**src/rtl/pit_gate_pkg.sv**
```systemverilog
package pit_gate_pkg;
  localparam int unsigned BYTE_W = 8;
  localparam int unsigned CNT_W  = 2 * BYTE_W;

  localparam logic [1:0] ADR_DATA = 2'd0;
  localparam logic [1:0] ADR_CTRL = 2'd1;
  localparam logic [1:0] ADR_SYS  = 2'd2;

  // control-word select field values (bits 7:6)
  localparam logic [1:0] SEL_THIS = 2'b10;
  localparam logic [1:0] SEL_RDBK = 2'b11;

  // read-back field positions
  localparam int unsigned RB_NCNT = 5;
  localparam int unsigned RB_NSTS = 4;
  localparam int unsigned RB_CHAN = 3;

  // control bits 5:0 after reset: binary, rate generator, no access set
  localparam logic [5:0] CW_RESET = 6'b000100;

  typedef enum logic {PH_LO = 1'b0, PH_HI = 1'b1} byte_ph_e;
endpackage

```
**src/rtl/pit_sysctl.sv**
```systemverilog
module pit_sysctl
  import pit_gate_pkg::*;
(
  input  logic              clk,
  input  logic              rst_n,
  input  logic              wr,
  input  logic [BYTE_W-1:0] wdata,
  output logic [BYTE_W-1:0] reg_q,
  output logic              gate,
  output logic              spk_en
);
  logic [BYTE_W-1:0] reg_d;

  always_comb begin
    reg_d = reg_q;
    if (wr) reg_d = wdata;
  end

  always_ff @(posedge clk or negedge rst_n) begin
    if (!rst_n) reg_q <= '0;
    else        reg_q <= reg_d;
  end

  assign gate   = reg_q[0];
  assign spk_en = reg_q[1];
endmodule

```
**src/rtl/pit_prog.sv**
```systemverilog
module pit_prog
  import pit_gate_pkg::*;
(
  input  logic              clk,
  input  logic              rst_n,
  input  logic              wr_ctrl,
  input  logic              wr_data,
  input  logic [BYTE_W-1:0] wdata,
  output logic [5:0]        cw_q,
  output logic              cfg_wr,
  output logic              rb_cnt,
  output logic              rb_sts,
  output logic              load_wr,
  output logic [BYTE_W-1:0] lo_q
);
  logic [1:0]        sel;
  logic              rb_hit;
  logic [5:0]        cw_d;
  logic [BYTE_W-1:0] lo_d;
  byte_ph_e          wph_q, wph_d;

  assign sel     = wdata[BYTE_W-1 -: 2];
  assign cfg_wr  = wr_ctrl && (sel == SEL_THIS);
  assign rb_hit  = wr_ctrl && (sel == SEL_RDBK) && wdata[RB_CHAN];
  assign rb_cnt  = rb_hit && !wdata[RB_NCNT];
  assign rb_sts  = rb_hit && !wdata[RB_NSTS];
  assign load_wr = wr_data && (wph_q == PH_HI);

  always_comb begin
    cw_d  = cw_q;
    lo_d  = lo_q;
    wph_d = wph_q;
    if (cfg_wr) begin
      cw_d  = wdata[5:0];
      wph_d = PH_LO;
    end else if (wr_data) begin
      if (wph_q == PH_LO) begin
        lo_d  = wdata;
        wph_d = PH_HI;
      end else begin
        wph_d = PH_LO;
      end
    end
  end

  always_ff @(posedge clk or negedge rst_n) begin
    if (!rst_n) begin
      cw_q  <= CW_RESET;
      lo_q  <= '0;
      wph_q <= PH_LO;
    end else begin
      cw_q  <= cw_d;
      lo_q  <= lo_d;
      wph_q <= wph_d;
    end
  end
endmodule

```
**src/rtl/pit_count_core.sv**
```systemverilog
module pit_count_core #(
  parameter int unsigned CW = 16
) (
  input  logic          clk,
  input  logic          rst_n,
  input  logic          tick_en,
  input  logic          gate,
  input  logic          cfg_wr,
  input  logic          load_wr,
  input  logic          square,
  input  logic [CW-1:0] reload_in,
  output logic [CW-1:0] cnt_q,
  output logic          out_q,
  output logic          null_q
);
  localparam logic [CW-1:0] ONE = {{(CW-1){1'b0}}, 1'b1};
  localparam logic [CW-1:0] TWO = {{(CW-2){1'b0}}, 2'b10};

  logic [CW-1:0] rel_q, rel_d, cnt_d;
  logic          out_d, null_d, arm_q, arm_d, run_q, run_d;
  logic          step;

  // a zero reload stands for 2**CW
  function automatic logic [CW:0] eff(input logic [CW-1:0] v);
    return (v == '0) ? {1'b1, {CW{1'b0}}} : {1'b0, v};
  endfunction

  function automatic logic level(input logic [CW-1:0] c, input logic [CW-1:0] r,
                                 input logic sq);
    if (sq) return eff(c) > (eff(r) >> 1);
    return c != ONE;
  endfunction

  assign step = tick_en && gate;

  always_comb begin
    rel_d  = rel_q;
    cnt_d  = cnt_q;
    out_d  = out_q;
    null_d = null_q;
    arm_d  = arm_q;
    run_d  = run_q;
    if (cfg_wr) begin
      arm_d  = 1'b0;
      run_d  = 1'b0;
      null_d = 1'b1;
      out_d  = 1'b1;
    end else begin
      if (step) begin
        if (arm_q) begin
          cnt_d  = rel_q;
          run_d  = 1'b1;
          arm_d  = 1'b0;
          null_d = 1'b0;
          out_d  = level(rel_q, rel_q, square);
        end else if (run_q) begin
          cnt_d = (cnt_q == ONE) ? rel_q : cnt_q - ONE;
          out_d = level(cnt_d, rel_q, square);
        end
      end
      if (load_wr) begin
        rel_d  = reload_in;
        arm_d  = 1'b1;
        null_d = 1'b1;
      end
    end
  end

  always_ff @(posedge clk or negedge rst_n) begin
    if (!rst_n) begin
      rel_q  <= '0;
      cnt_q  <= '0;
      out_q  <= 1'b1;
      null_q <= 1'b1;
      arm_q  <= 1'b0;
      run_q  <= 1'b0;
    end else begin
      rel_q  <= rel_d;
      cnt_q  <= cnt_d;
      out_q  <= out_d;
      null_q <= null_d;
      arm_q  <= arm_d;
      run_q  <= run_d;
    end
  end


  freeze_chk: assert property (@(posedge clk) disable iff (!rst_n)
    !(tick_en && gate) && !cfg_wr |=> $stable(cnt_q) && $stable(out_q));


  load_chk: assert property (@(posedge clk) disable iff (!rst_n)
    arm_q && tick_en && gate && !cfg_wr && !load_wr |=> (cnt_q == $past(rel_q)) && !null_q);


  rate_low_chk: assert property (@(posedge clk) disable iff (!rst_n)
    run_q && !arm_q && !square && (cnt_q == TWO) && tick_en && gate && !cfg_wr |=> !out_q);


  range_chk: assert property (@(posedge clk) disable iff (!rst_n)
    run_q && !arm_q |-> eff(cnt_q) <= eff(rel_q));
endmodule

```
**src/rtl/pit_readout.sv**
```systemverilog
module pit_readout
  import pit_gate_pkg::*;
(
  input  logic              clk,
  input  logic              rst_n,
  input  logic              rd,
  input  logic              cfg_wr,
  input  logic              rb_cnt,
  input  logic              rb_sts,
  input  logic [CNT_W-1:0]  count,
  input  logic [BYTE_W-1:0] status,
  output logic [BYTE_W-1:0] rdata
);
  logic              sts_v_q, sts_v_d, cnt_v_q, cnt_v_d;
  logic [BYTE_W-1:0] sts_q, sts_d;
  logic [CNT_W-1:0]  lat_q, lat_d, src;
  byte_ph_e          ph_q, ph_d;

  assign src   = cnt_v_q ? lat_q : count;
  assign rdata = sts_v_q ? sts_q : ((ph_q == PH_HI) ? src[CNT_W-1 -: BYTE_W] : src[BYTE_W-1:0]);

  always_comb begin
    sts_v_d = sts_v_q;
    cnt_v_d = cnt_v_q;
    sts_d   = sts_q;
    lat_d   = lat_q;
    ph_d    = ph_q;
    if (cfg_wr) begin
      sts_v_d = 1'b0;
      cnt_v_d = 1'b0;
      ph_d    = PH_LO;
    end else if (rb_cnt || rb_sts) begin
      if (rb_sts && !sts_v_q) begin
        sts_v_d = 1'b1;
        sts_d   = status;
      end
      if (rb_cnt && !cnt_v_q) begin
        cnt_v_d = 1'b1;
        lat_d   = count;
        ph_d    = PH_LO;
      end
    end else if (rd) begin
      if (sts_v_q) begin
        sts_v_d = 1'b0;
      end else begin
        ph_d = (ph_q == PH_LO) ? PH_HI : PH_LO;
        if (ph_q == PH_HI) cnt_v_d = 1'b0;
      end
    end
  end

  always_ff @(posedge clk or negedge rst_n) begin
    if (!rst_n) begin
      sts_v_q <= 1'b0;
      cnt_v_q <= 1'b0;
      sts_q   <= '0;
      lat_q   <= '0;
      ph_q    <= PH_LO;
    end else begin
      sts_v_q <= sts_v_d;
      cnt_v_q <= cnt_v_d;
      sts_q   <= sts_d;
      lat_q   <= lat_d;
      ph_q    <= ph_d;
    end
  end


  latch_hold_chk: assert property (@(posedge clk) disable iff (!rst_n)
    cnt_v_q && !rd && !cfg_wr |=> $stable(lat_q) && cnt_v_q);
endmodule

```
**src/rtl/pit_gate_channel.sv**
```systemverilog
module pit_gate_channel
  import pit_gate_pkg::*;
(
  input  logic              clk,
  input  logic              rst_n,
  input  logic              tick_en,
  input  logic [1:0]        bus_addr,
  input  logic              bus_wr,
  input  logic              bus_rd,
  input  logic [BYTE_W-1:0] bus_wdata,
  output logic [BYTE_W-1:0] bus_rdata,
  output logic              timer_out,
  output logic              spkr_out
);
  logic [1:0]        rs_q;
  logic              rst_i_n;
  logic [BYTE_W-1:0] sys_q, lo_q, cnt_rdata, status;
  logic [5:0]        cw_q;
  logic [CNT_W-1:0]  count;
  logic              gate, spk_en, cfg_wr, rb_cnt, rb_sts, load_wr, null_q;

  // asynchronous assertion, synchronous release
  always_ff @(posedge clk or negedge rst_n) begin
    if (!rst_n) rs_q <= '0;
    else        rs_q <= {rs_q[0], 1'b1};
  end
  assign rst_i_n = rs_q[1];

  pit_sysctl u_sys (
    .clk(clk), .rst_n(rst_i_n),
    .wr(bus_wr && (bus_addr == ADR_SYS)), .wdata(bus_wdata),
    .reg_q(sys_q), .gate(gate), .spk_en(spk_en));

  pit_prog u_prog (
    .clk(clk), .rst_n(rst_i_n),
    .wr_ctrl(bus_wr && (bus_addr == ADR_CTRL)),
    .wr_data(bus_wr && (bus_addr == ADR_DATA)),
    .wdata(bus_wdata), .cw_q(cw_q), .cfg_wr(cfg_wr),
    .rb_cnt(rb_cnt), .rb_sts(rb_sts), .load_wr(load_wr), .lo_q(lo_q));

  pit_count_core #(.CW(CNT_W)) u_core (
    .clk(clk), .rst_n(rst_i_n), .tick_en(tick_en), .gate(gate),
    .cfg_wr(cfg_wr), .load_wr(load_wr), .square(cw_q[2:1] == 2'b11),
    .reload_in({bus_wdata, lo_q}), .cnt_q(count), .out_q(timer_out), .null_q(null_q));

  assign status = {timer_out, null_q, cw_q};

  pit_readout u_rd (
    .clk(clk), .rst_n(rst_i_n), .rd(bus_rd && (bus_addr == ADR_DATA)),
    .cfg_wr(cfg_wr), .rb_cnt(rb_cnt), .rb_sts(rb_sts),
    .count(count), .status(status), .rdata(cnt_rdata));

  always_comb begin
    case (bus_addr)
      ADR_DATA: bus_rdata = cnt_rdata;
      ADR_SYS:  bus_rdata = sys_q;
      default:  bus_rdata = '0;
    endcase
  end

  assign spkr_out = timer_out && spk_en;


  spk_mute_chk: assert property (@(posedge clk) disable iff (!rst_i_n)
    !sys_q[1] |-> !spkr_out);
endmodule

```
**config.mk**
```make
export PLATFORM = sky130hd
export DESIGN_NAME = pit_gate_channel
export DESIGN_NICKNAME = d
export VERILOG_FILES = /design/src/rtl/pit_gate_pkg.sv /design/src/rtl/pit_sysctl.sv /design/src/rtl/pit_prog.sv /design/src/rtl/pit_count_core.sv /design/src/rtl/pit_readout.sv /design/src/rtl/pit_gate_channel.sv
export SDC_FILE = /design/constraint.sdc
export NUM_CORES = 1
export LEC_CHECK = 0
export BUFFER_PORTS_ARGS = -buffer_cell sky130_fd_sc_hd__clkbuf_2
export CAP_MARGIN = 20
export CORE_ASPECT_RATIO = 2
export CORE_MARGIN = 2
export CORE_UTILIZATION = 45
export CTS_CLUSTER_DIAMETER = 50
export DETAILED_ROUTE_END_ITERATION = 12
export PLACE_DENSITY = 0.66
export SYNTH_ARGS = -nofsm -noshare
export SYNTH_HDL_FRONTEND = slang
export SYNTH_SLANG_ARGS = --single-unit
```
**constraint.sdc**
```tcl
create_clock -name clk -period 3.1 [get_ports clk]
set_input_delay 0.62 -clock clk [delete_from_list [all_inputs] [get_ports clk]]
set_output_delay 0.62 -clock clk [all_outputs]
set_load 0.05 [all_outputs]
```
==> results.py, run 1 <==
metrics = {
    "outcome": {
        "status": "finished, final reports clean",
    },
    "job": {
        "drv_cap": 0,
    },
    "layout": {
        "antenna_cells": 0,
        "finalNetCount": 687,
        "fin_cells": 784,
        "finish.utilization": 0.5534,
        "layout_commonest_cell": "dfrtp_1",
        "layout_common_cells": "dfrtp_1 (79), nand2_1 (68), buf_4 (68)",
        "layout-drive-gt1-share": 0.3375,
        "area_growth_pct": 19.63,
        "post-route-cell-area_um2": 6709,
    },
    "synthesis": {
        "synth_area_um2": 5608,
        "synth_cell_types": 71,
        "yosys.area.top_type": "dfrtp_1",
        "synth-edff-count": 0,
        "syn_avg_cell_area_um2": 10.01,
        "synthCells": 560,
        "synthFlopType": "dfrtp_1",
        "synth_warnings": 0,
        "ys_ff_latch": 88,
        "seq_area_frac_synth": 0.3934,
        "synth_top_cell_area_share": 0.3793,
        "synthTopCellsByArea": "dfrtp_1 (38%), mux2_2 (9.6%), ha_1 (8.9%)",
        "async_reset_ff_frac": 1.000,
        "synth_nets": 615,
    },
    "power_and_ir_drop": {
        "combPwrFrac": 0.579,
        "peakVddDrop_mv": 0.4273,
        "cellPowerDensity_nw_per_um2": 1038,
        "seqPwrFrac": 0.269,
        "power.switching_mw": 3.110,
        "leakagePower_nw": 3.137,
        "clockPowerShare": 0.152,
        "p_total_mw": 6.967,
        "swShare": 0.4464,
        "intPower_mw": 3.857,
    },
    "floorplan": {
        "chipWidth_um": 82.94,
        "die_h_um": 161.9,
        "die-area_um2": 13420,
        "initial_core_util": 0.4625,
        "io_pins": 25,
        "core-area_um2": 12120,
        "rows": 57,
    },
    "drt": {
        "vias": 4494,
        "remaining_drc_errors": 0,
        "viasPerCell": 5.732,
        "routedWlPerCell_um": 20.26,
        "routed_wl_um": 15890,
        "ant_nets": 0,
        "drtIter0Drc": 204,
        "dr.pass1.iters": 4,
    },
    "clock_network": {
        "cts_tree": "built",
        "ctsHoldBuffers": 0,
        "cts.sinks": 88,
        "h-tree-depth": 3,
        "root_buffer": "clkbuf_16",
        "cts.path.max_buffers": 2,
        "cts.clk_slew.worst_paths_ps": 70,
        "cts-buffers-inserted": 9,
        "clk_latency_ps": 350,
    },
    "place": {
        "dp_slack_ps": -11.52,
        "portBuffers": 24,
        "dpl.hpwl_um": 12400,
        "dpl_cell_area_um2": 6217,
        "placedCellCount": 762,
        "gp_congestion": 0.9254,
    },
    "min_path": {
        "hp-class": "in -> async",
    },
    "sta": {
        "hold_violations": 0,
        "period_needed_ps": 3081,
        "whs_ps": 48.13,
        "fin_worst_skew_ps": 7.795,
        "setup_violations": 0,
        "rsz0062_at_grt": "yes",
        "slew_viol_final": 0,
        "tns_ps": 0,
        "fmax_mhz": 324.6,
        "worst_pin_slew_ps": 754.5,
        "period_share": 0.9938,
        "fin_ws_ps": 19.29,
        "max_slew_margin": 0.4970,
    },
    "critical_path": {
        "setup.worst_path.start": "u_core.cnt_q[3]",
        "reg2reg_from": "u_core.cnt_q[3]",
        "path_max_fanout": 6,
        "crit_arrival_ps": 3340,
        "end_kind": "register",
        "criticalPathCategory": "reg -> reg",
        "cp-start-kind": "register",
        "crit_required_ps": 3360,
    },
    "global_route": {
        "grt_util_all_layers": 0.2445,
        "grt_pass1_vias": 4873,
        "antenna_found_initial": 0,
        "gr-total-overflow": 0,
        "grt_pass1_wl_um": 25280,
        "grt_max_degree": 58,
    },
}
## critical path, cell delays in order, from the launching register on
cell and delay [ps]:
dfrtp_2 480, or4_4 540, nor3_4 170, nand2_1 110
a22o_4 310, ha_4 270, nand3_2 100, nor3_2 190
a221o_1 190, a21oi_2 50, a221oi_2 280, a211oi_2 80
o31ai_2 220
## flip-flops by register name, summed over array words and instances, names as in the netlist
name	count
u_core.cnt_q	16
u_core.rel_q	16
u_rd.lat_q	16
u_prog.lo_q	8
u_rd.sts_q	8
u_sys.reg_q	8
u_prog.cw_q	6
rs_q	2
u_core.arm_q	1
u_core.null_q	1
u_core.out_q	1
u_core.run_q	1
u_prog.wph_q	1
u_rd.cnt_v_q	1
u_rd.ph_q	1
u_rd.sts_v_q	1
## power groups by stage
stage               Combinational (mW)  Sequential [mW]  Clock [mW]
finish                            4.03             1.87        1.06
CTS                               3.73             1.86        1.08
global placement                  3.63             1.86           0
detailed placement                3.69             1.88           0
floorplan                         2.33             1.83           0
global route                      4.40             1.92        1.12
## synth_stat cells (4+ instances only)
cell type   n
nor2b_1     7
nand3_1     7
mux2_2     48
nand4_1     8
mux4_2      5
inv_1      32
dfrtp_1    85
buf_2       5
xor2_1      7
mux2i_1    22
clkbuf_1   18
nor4_1      4
nor3_1      8
ha_1       40
a21oi_1    29
nor2_1     41
o21ai_0    44
o21ai_2     4
nand2_1    69
## kinds of logic after synthesis
logic type / after synthesis / synth area share
simple gates: 172 / 0.1602
compound gates: 107 / 0.1200
flops: 88 / 0.3934
mux: 78 / 0.1698
buf+inv: 65 / 0.05265
fa+ha+maj: 40 / 0.08925
xor+xnor: 9 / 0.01406
other cells: 1 / 0.0006687
## area by class of cell
class	count	area (um2)
Inverter	33	123.9
Fill cell	1081	5415
Clock inverter	7	60.06
Timing Repair Buffer	93	641.9
Tap cell	147	183.9
Sequential cell	88	2216
Multi-Input combinational cell	407	3258
Clock buffer	9	225.2
## worst paths after layout
path                       depth (start not counted)  slack (ps)            end
max                                               12          20   u_core.out_q
min                                                1          50        rs_q[0]
max reg2reg                                       12          20   u_core.out_q
min reg2reg                                        0         370        rs_q[1]
max in group asynchronous                          1        1920  u_core.null_q
min in group clk                                   0         370        rs_q[1]
## repair_timing
item                                   4_1_cts  5_1_grt
endpoints found under the hold margin        0        0
setup buffers                                0        6
resized for setup                            3       31
pin swaps                                    0       10
setup endpoints to repair                    3        1
## routing by layer
| layer | share of wire | track usage | vias up |
|---|---|---|---|
| li1 | - | - | 2130 |
| met1 | 0.34 | 0.2425 | 2200 |
| met2 | 0.56 | 0.4582 | 105 |
| met3 | 0.026 | 0.02998 | 59 |
| met4 | 0.078 | 0.1773 | 0 |
| met5 | 0 | 0 | - |
Note: power is estimated with default switching activity, not from simulation.
==> inputs of run 2 (changes only) <==
--- a/config.mk
+++ b/config.mk
@@ -15,4 +15,5 @@
 export PLACE_DENSITY = 0.66
 export SYNTH_ARGS = -nofsm -noshare
 export SYNTH_HDL_FRONTEND = slang
+export SYNTH_HIERARCHICAL = 1
 export SYNTH_SLANG_ARGS = --single-unit
==> run 2 against run 1 <==
Wire length increased by 10%. Utilization decreased by 0.33 points. Die area increased by 1.8%. Power decreased by 1.6%. Critical path depth decreased by 6. Synthesized cell count increased by 6.1%. First-iteration DRC count increased by 36%. Global-route usage increased by 1.7 points. Register-to-register slack improved by 80 ps. Non-clock buffer count increased by 16.
==> results.py, run 2 <==
metrics = {
    "drt": {
        "routedWlPerCell_um": 20.96,
        "viasPerCell": 5.824,
        "remaining_drc_errors": 0,
        "routed_wl_um": 17520,
        "vias": 4869,
        "dr.pass1.iters": 5,
        "drtIter0Drc": 278,
        "ant_nets": 0,
    },
    "synthesis": {
        "synthTopCellsByArea": "dfrtp_1 (37%), ha_1 (8.8%), mux2_4 (6.3%)",
        "yosys-top-cells-count": "dfrtp_1 (85), nand2_1 (69), o21ai_0 (51)",
        "async_reset_ff_frac": 1.000,
        "synthCells": 594,
        "synth-edff-count": 0,
        "synth_top_family_by_area": "simple AND/OR/NAND/NOR gates",
        "yosys.area.top_type": "dfrtp_1",
        "syn_avg_cell_area_um2": 9.620,
        "seq_area_frac_synth": 0.3860,
        "synth_fa_ha_area_frac": 0.08758,
        "synthFlopType": "dfrtp_1",
        "synth_top_cell_area_share": 0.3722,
        "synth_cell_types": 62,
        "synthMuxAreaShare": 0.1412,
        "ys_ff_latch": 88,
        "synth_nets": 649,
        "synth_xor_area_frac": 0.01379,
        "synth-simple-area-share": 0.1739,
        "synth_area_um2": 5714,
        "synth_warnings": 6,
        "synth-compound-area-share": 0.1320,
        "yosys.cell_count.top_type": "dfrtp_1",
    },
    "clock_network": {
        "root_buffer": "clkbuf_16",
        "clk_latency_ps": 360,
        "cts.path.max_buffers": 2,
        "cts.sinks": 88,
        "h-tree-depth": 3,
        "cts.clk_slew.worst_paths_ps": 80,
        "cts-buffers-inserted": 9,
        "ctsHoldBuffers": 0,
        "cts_tree": "built",
    },
    "sta": {
        "max_slew_margin": 0.5718,
        "slew_viol_final": 0,
        "period_share": 0.9733,
        "fin_worst_skew_ps": 18.68,
        "fmax_mhz": 331.4,
        "period_needed_ps": 3017,
        "setup_violations": 0,
        "tns_ps": 0,
        "hold_violations": 0,
        "worst_pin_slew_ps": 642.2,
        "rsz0062_at_grt": "yes",
    },
    "critical_path": {
        "critical_path.top_delay_family": "compound AO/OA/AOI/OAI gates",
        "slowest_stage": "a221oi_1",
        "critPathBufInv": 1,
        "slowest_delay_ps": 500,
        "crit_arrival_ps": 2400,
        "crit_required_ps": 2480,
        "criticalPathCategory": "reg -> out",
        "end_kind": "output pin",
        "path_max_fanout": 8,
        "crit_chain": "nand2b_1 -> a211oi_1 -> a221oi_1 -> mux2i_1 -> nor2_1 -> clkbuf_2",
        "cp-start-kind": "register",
    },
    "power_and_ir_drop": {
        "power.switching_mw": 3.052,
        "cellPowerDensity_nw_per_um2": 998.8,
        "clockPowerShare": 0.159,
        "seqPwrFrac": 0.259,
        "swShare": 0.4450,
        "leakagePower_nw": 3.237,
        "p_total_mw": 6.857,
        "combPwrFrac": 0.582,
        "intPower_mw": 3.806,
        "peakVddDrop_mv": 0.5249,
    },
    "global_route": {
        "grt_pass1_vias": 4999,
        "met2_usage": 0.4676,
        "groute.layer.met3.usage": 0.02223,
        "busiest_layer": "met2",
        "grt_pass1_wl_um": 27290,
        "gr-total-overflow": 0,
        "grt_max_degree": 35,
        "grt_use_met1": 0.2710,
        "antenna_found_initial": 0,
        "grt_util_all_layers": 0.2619,
    },
    "floorplan": {
        "die_h_um": 163.4,
        "io_pins": 25,
        "chipWidth_um": 83.68,
        "die-area_um2": 13670,
        "core-area_um2": 12480,
        "initial_core_util": 0.4578,
        "rows": 58,
    },
    "layout": {
        "layout_common_cells": "dfrtp_1 (84), buf_4 (83), nand2_1 (69)",
        "finish.utilization": 0.5500,
        "antenna_cells": 0,
        "post-route-cell-area_um2": 6865,
        "layout-drive-gt1-share": 0.2784,
        "biggestRegsByFlops": "u_core/cnt_q (16), u_core/rel_q (16), u_rd/lat_q (16)",
        "layout_commonest_cell": "dfrtp_1",
        "area_growth_pct": 20.14,
        "finalNetCount": 736,
    },
    "outcome": {
        "status": "finished, final reports clean",
    },
    "place": {
        "portBuffers": 24,
        "dpl_cell_area_um2": 6465,
        "dpl.hpwl_um": 13720,
        "gp_congestion": 0.9871,
    },
    "job": {
        "drv_cap": 0,
    },
    "min_path": {
        "hp-class": "in -> async",
    },
}
[run 2: logic make-up after synthesis]
group           count (synthesis)
flops                          88
mux                            67
simple gates                  188
other cells                     1
xor+xnor                        9
compound gates                125
buf+inv                        76
fa+ha+maj                      40
[run 2: path summary, 6_finish.rpt]
check / to / cells after the start / from / slack [ps]
max: bus_rdata[7] / 6 / u_rd/ph_q / 80
min: rs_q[1] / 1 / rst_n / 40
max reg2reg: u_core/out_q / 12 / u_core/cnt_q[5] / 100
min reg2reg: u_core/rel_q[0] / 0 / rs_q[1] / 250
max in group asynchronous: u_core/null_q / 1 / rs_q[1] / 2050
min in group clk: rs_q[1] / 0 / rs_q[0] / 370
[run 2: stage by stage]
| stage | std cells | setup slack (ps) | hold WS (ps) |
|---|---|---|---|
| after floorplan | 594 | 159.9 | 324.4 |
| after global placement | 819 | 56.06 | 257.0 |
| after detailed placement | 819 | 45.52 | 264.0 |
| after CTS | 835 | 2.751 | 30.30 |
| after global routing | 836 | -114.7 | 29.95 |
| final | 836 | 82.74 | 40.04 |
[run 2: cell type report]
class	count	area, um2
repair buffers	109	774.5
fillers	1127	5617
well taps	150	187.7
multi-input cells	430	3234
clock inverters	7	72.57
clock buffers	9	225.2
inverters	43	161.4
flip-flops and latches	88	2210
[run 2: what timing repair did]
item / 4_1_cts / 5_1_grt
buffers inserted: 0 / 1
setup endpoints to repair: 0 / 1
resized for setup: 0 / 21
[run 2: power groups by stage]
| stage | logic, mW | clock network, mW | registers, mW |
|---|---|---|---|
| finish | 3.99 | 1.09 | 1.77 |
| CTS | 3.84 | 1.11 | 1.77 |
| detailed placement | 3.82 | 0 | 1.78 |
| global placement | 3.75 | 0 | 1.76 |
| global route | 4.33 | 1.15 | 1.82 |
| floorplan | 2.10 | 0 | 1.84 |
[run 2: worst reg2reg max path, cell delays in order (launching register included)]
cell and delay, ps:
dfrtp_1 400, or4_4 590, buf_6 150, or4_4 420
xor2_2 160, o21ai_2 90, ha_1 310, nand4_1 130
nor3_1 150, a21oi_1 80, a31oi_1 170, nor3b_1 70
a32oi_1 210
[run 2: per-layer routing]
metal / part of all wire / up-vias
met5: 0 / -
met3: 0.028 / 78
met2: 0.53 / 135
met1: 0.35 / 2381
met4: 0.094 / 0
li1: - / 2275
==> inputs of run 3 (changes only) <==
--- a/config.mk
+++ b/config.mk
@@ -5,6 +5,7 @@
 export SDC_FILE = /design/constraint.sdc
 export NUM_CORES = 1
 export LEC_CHECK = 0
+export ABC_AREA = 1
 export BUFFER_PORTS_ARGS = -buffer_cell sky130_fd_sc_hd__clkbuf_2
 export CAP_MARGIN = 20
 export CORE_ASPECT_RATIO = 2
@@ -13,6 +14,7 @@
 export CTS_CLUSTER_DIAMETER = 50
 export DETAILED_ROUTE_END_ITERATION = 12
 export PLACE_DENSITY = 0.66
+export SETUP_SLACK_MARGIN = 0.2
 export SYNTH_ARGS = -nofsm -noshare
 export SYNTH_HDL_FRONTEND = slang
 export SYNTH_HIERARCHICAL = 1
==> run 3 against run 2 <==
Utilization is 3.9 points lower. Combinational power is 22% lower. Cell area is 1.1% lower. Clock power is 11% higher. Hold slack better by 3.2 ps. Sequential power is 10% higher. Non-clock buffer count is 61 lower. Register-to-register slack better by 240 ps. Die area is 5.9% higher. Count of clock-buffer cells in the layout is 2 higher. Wire length is 8.3% lower. Largest cell class unchanged. Highest routed layer unchanged.
==> results.py, run 3 <==
metrics = {
    "clock_network": {
        "cts.clk_slew.worst_paths_ps": 70,
        "cts.path.max_buffers": 2,
        "root_buffer": "clkbuf_16",
        "clk_latency_ps": 340,
        "cts.sinks": 88,
        "h-tree-depth": 3,
        "cts-buffers-inserted": 9,
        "ctsHoldBuffers": 0,
        "cts_tree": "built",
    },
    "sta": {
        "setup_violations": 0,
        "worst_pin_slew_ps": 637.0,
        "slew_viol_final": 0,
        "hold_violations": 0,
        "period_share": 0.8911,
        "tns_ps": 0,
        "fmax_mhz": 362.0,
        "fin_worst_skew_ps": 9.258,
        "period_needed_ps": 2763,
        "max_slew_margin": 0.5748,
        "rsz0062_at_grt": "no",
    },
    "critical_path": {
        "crit_arrival_ps": 3040,
        "regToRegEndpoint": "u_core/out_q",
        "worstRegToRegCells": 20,
        "end_kind": "register",
        "criticalPathCategory": "reg -> reg",
        "setup.worst_path.start": "u_core/rel_q[8]",
        "path_max_fanout": 8,
        "cp-start-kind": "register",
        "reg2reg_from": "u_core/rel_q[8]",
        "crit_required_ps": 3380,
        "rrSetupSlack_ps": 340,
    },
    "place": {
        "portBuffers": 24,
        "placedCellCount": 1010,
        "dpl.hpwl_um": 12480,
        "gp_congestion": 0.9371,
    },
    "drt": {
        "ant_nets": 0,
        "drtIter0Drc": 426,
        "routedWlPerCell_um": 15.53,
        "viasPerCell": 5.364,
        "vias": 5546,
        "routed_wl_um": 16060,
        "remaining_drc_errors": 0,
        "dr.pass1.iters": 5,
    },
    "layout": {
        "n_fill_cell": 1296,
        "layout_commonest_cell": "nand2_1",
        "antenna_cells": 0,
        "fin_cells": 1034,
        "layout_common_cells": "nand2_1 (259), inv_1 (109), dfrtp_1 (82)",
        "area_growth_pct": 11.97,
        "biggestRegsByFlops": "u_core/cnt_q (16), u_core/rel_q (16), u_rd/lat_q (16)",
        "finalNetCount": 929,
        "layout-drive-gt1-share": 0.1559,
    },
    "floorplan": {
        "io_pins": 25,
        "core-area_um2": 13290,
        "initial_core_util": 0.4564,
        "die_h_um": 168.2,
        "die-area_um2": 14480,
        "rows": 60,
        "chipWidth_um": 86.09,
    },
    "synthesis": {
        "synth_area_um2": 6065,
        "synth_warnings": 6,
        "synth_nets": 896,
        "yosys.cell_count.top_type": "nand2_1",
        "syn_avg_cell_area_um2": 7.211,
        "synthCells": 841,
        "yosys-top-cells-count": "nand2_1 (260), inv_1 (112), dfrtp_1 (85)",
        "seq_area_frac_synth": 0.3637,
        "synthFlopType": "dfrtp_1",
        "async_reset_ff_frac": 1.000,
        "yosys.area.top_type": "dfrtp_1",
        "synth_cell_types": 43,
        "synth_top_cell_area_share": 0.3507,
        "ys_ff_latch": 88,
        "synthTopCellsByArea": "dfrtp_1 (35%), nand2_1 (16%), ha_1 (8.3%)",
        "synth-edff-count": 0,
    },
    "job": {
        "drv_cap": 0,
    },
    "min_path": {
        "hp-class": "in -> async",
    },
    "global_route": {
        "grt_pass1_wl_um": 26620,
        "grt_util_all_layers": 0.2354,
        "gr-total-overflow": 0,
        "grt_pass1_vias": 5343,
        "grt_max_degree": 35,
        "antenna_found_initial": 0,
    },
    "power_and_ir_drop": {
        "leakagePower_nw": 3.645,
        "peakVddDrop_mv": 0.5808,
        "cellPowerDensity_nw_per_um2": 922.5,
    },
    "outcome": {
        "status": "finished, final reports clean",
    },
}
-- run 3: changes by cell type after synthesis, moves of 24 or more --
cell / previous run / this run
nand2_1: 69 / 260
inv_1: 43 / 112
nand3_1: 7 / 49
mux2i_1: 30 / 0
nor2_1: 32 / 61
a21oi_1: 26 / 52
mux2_4: 24 / 0
-- run 3: timing repair --
item | 4_1_cts | 5_1_grt
pin swaps | 0 | 4
setup buffers | 0 | 8
gates resized for setup | 2 | 22
endpoints found under the setup margin | 1 | 1
-- run 3: layer usage --
metal	share of wire	global-route usage
met3	0.035	0.02647
met2	0.49	0.3846
met4	0.044	0.1187
met5	0	0
met1	0.44	0.3040
-- run 3: critical path, cell delays in order (launching register included) --
cell and delay [ps]:
dfrtp_1 400, inv_1 80, ha_1 200, nand4_1 130, nor2_2 210, nand3_4 150, buf_4 180, nand2_1 70
inv_1 50, ha_1 270, nand2_1 80, nor2_2 130, and2_1 160, nand2_1 60, nand2_1 70, nand2_1 40
nand2_1 50, nand2_1 50, nand2_1 80, a21oi_1 80, a21oi_2 150
-- run 3: worst max path at each step --
stage | endpoint | slack, ps | depth (start not counted)
2_1_floorplan | u_core/arm_q | 470 | 0
3_3_place_gp | u_core/out_q | 170 | 22
3_5_place_dp | u_core/out_q | 90 | 22
4_1_cts | u_core/out_q | 200 | 22
5_1_grt | u_core/out_q | 170 | 20
6_report | u_core/out_q | 340 | 20
-- run 3: power by group --
group          leakage [nW]  internal (mW)  switching (mW)
Combinational          2.40           1.08            2.02
Sequential             1.08           1.51           0.441
Clock                 0.164          0.757           0.455
Total                  3.65           3.35            2.91
-- run 3: logic make-up after synthesis --
| family | Yosys count | share of synthesized area |
|---|---|---|
| compound gates | 148 | 0.1380 |
| xor+xnor | 3 | 0.004333 |
| fa+ha+maj | 40 | 0.08253 |
| buf+inv | 146 | 0.1077 |
| flops | 88 | 0.3637 |
| other cells | 1 | 0.0006183 |
| simple gates | 415 | 0.3031 |
-- run 3: stage by stage --
stage / utilization / total power, mW / area [um2] / hold slack [ps] / setup WS (ps)
after floorplan: - / 4.089 / 6065 / 324.4 / 472.7
after global placement: 0.4755 / 4.856 / 6319 / 281.8 / 170.5
after detailed placement: 0.4755 / 4.928 / 6319 / 280.2 / 88.73
after CTS: 0.5016 / 6.178 / 6665 / 39.44 / 200.5
after global routing: 0.5110 / 6.841 / 6790 / 38.27 / 171.8
final: 0.5110 / 6.264 / 6790 / 43.28 / 337.5
-- run 3: final cells by class --
type | instances | area, um2 | area share
well taps | 155 | 193.9 | 0.02856
flip-flops and latches | 88 | 2212 | 0.3258
multi-input cells | 607 | 3268 | 0.4813
inverters | 120 | 462.9 | 0.06818
clock inverters | 5 | 87.58 | 0.01290
clock buffers | 11 | 252.7 | 0.03722
repair buffers | 48 | 312.8 | 0.04607
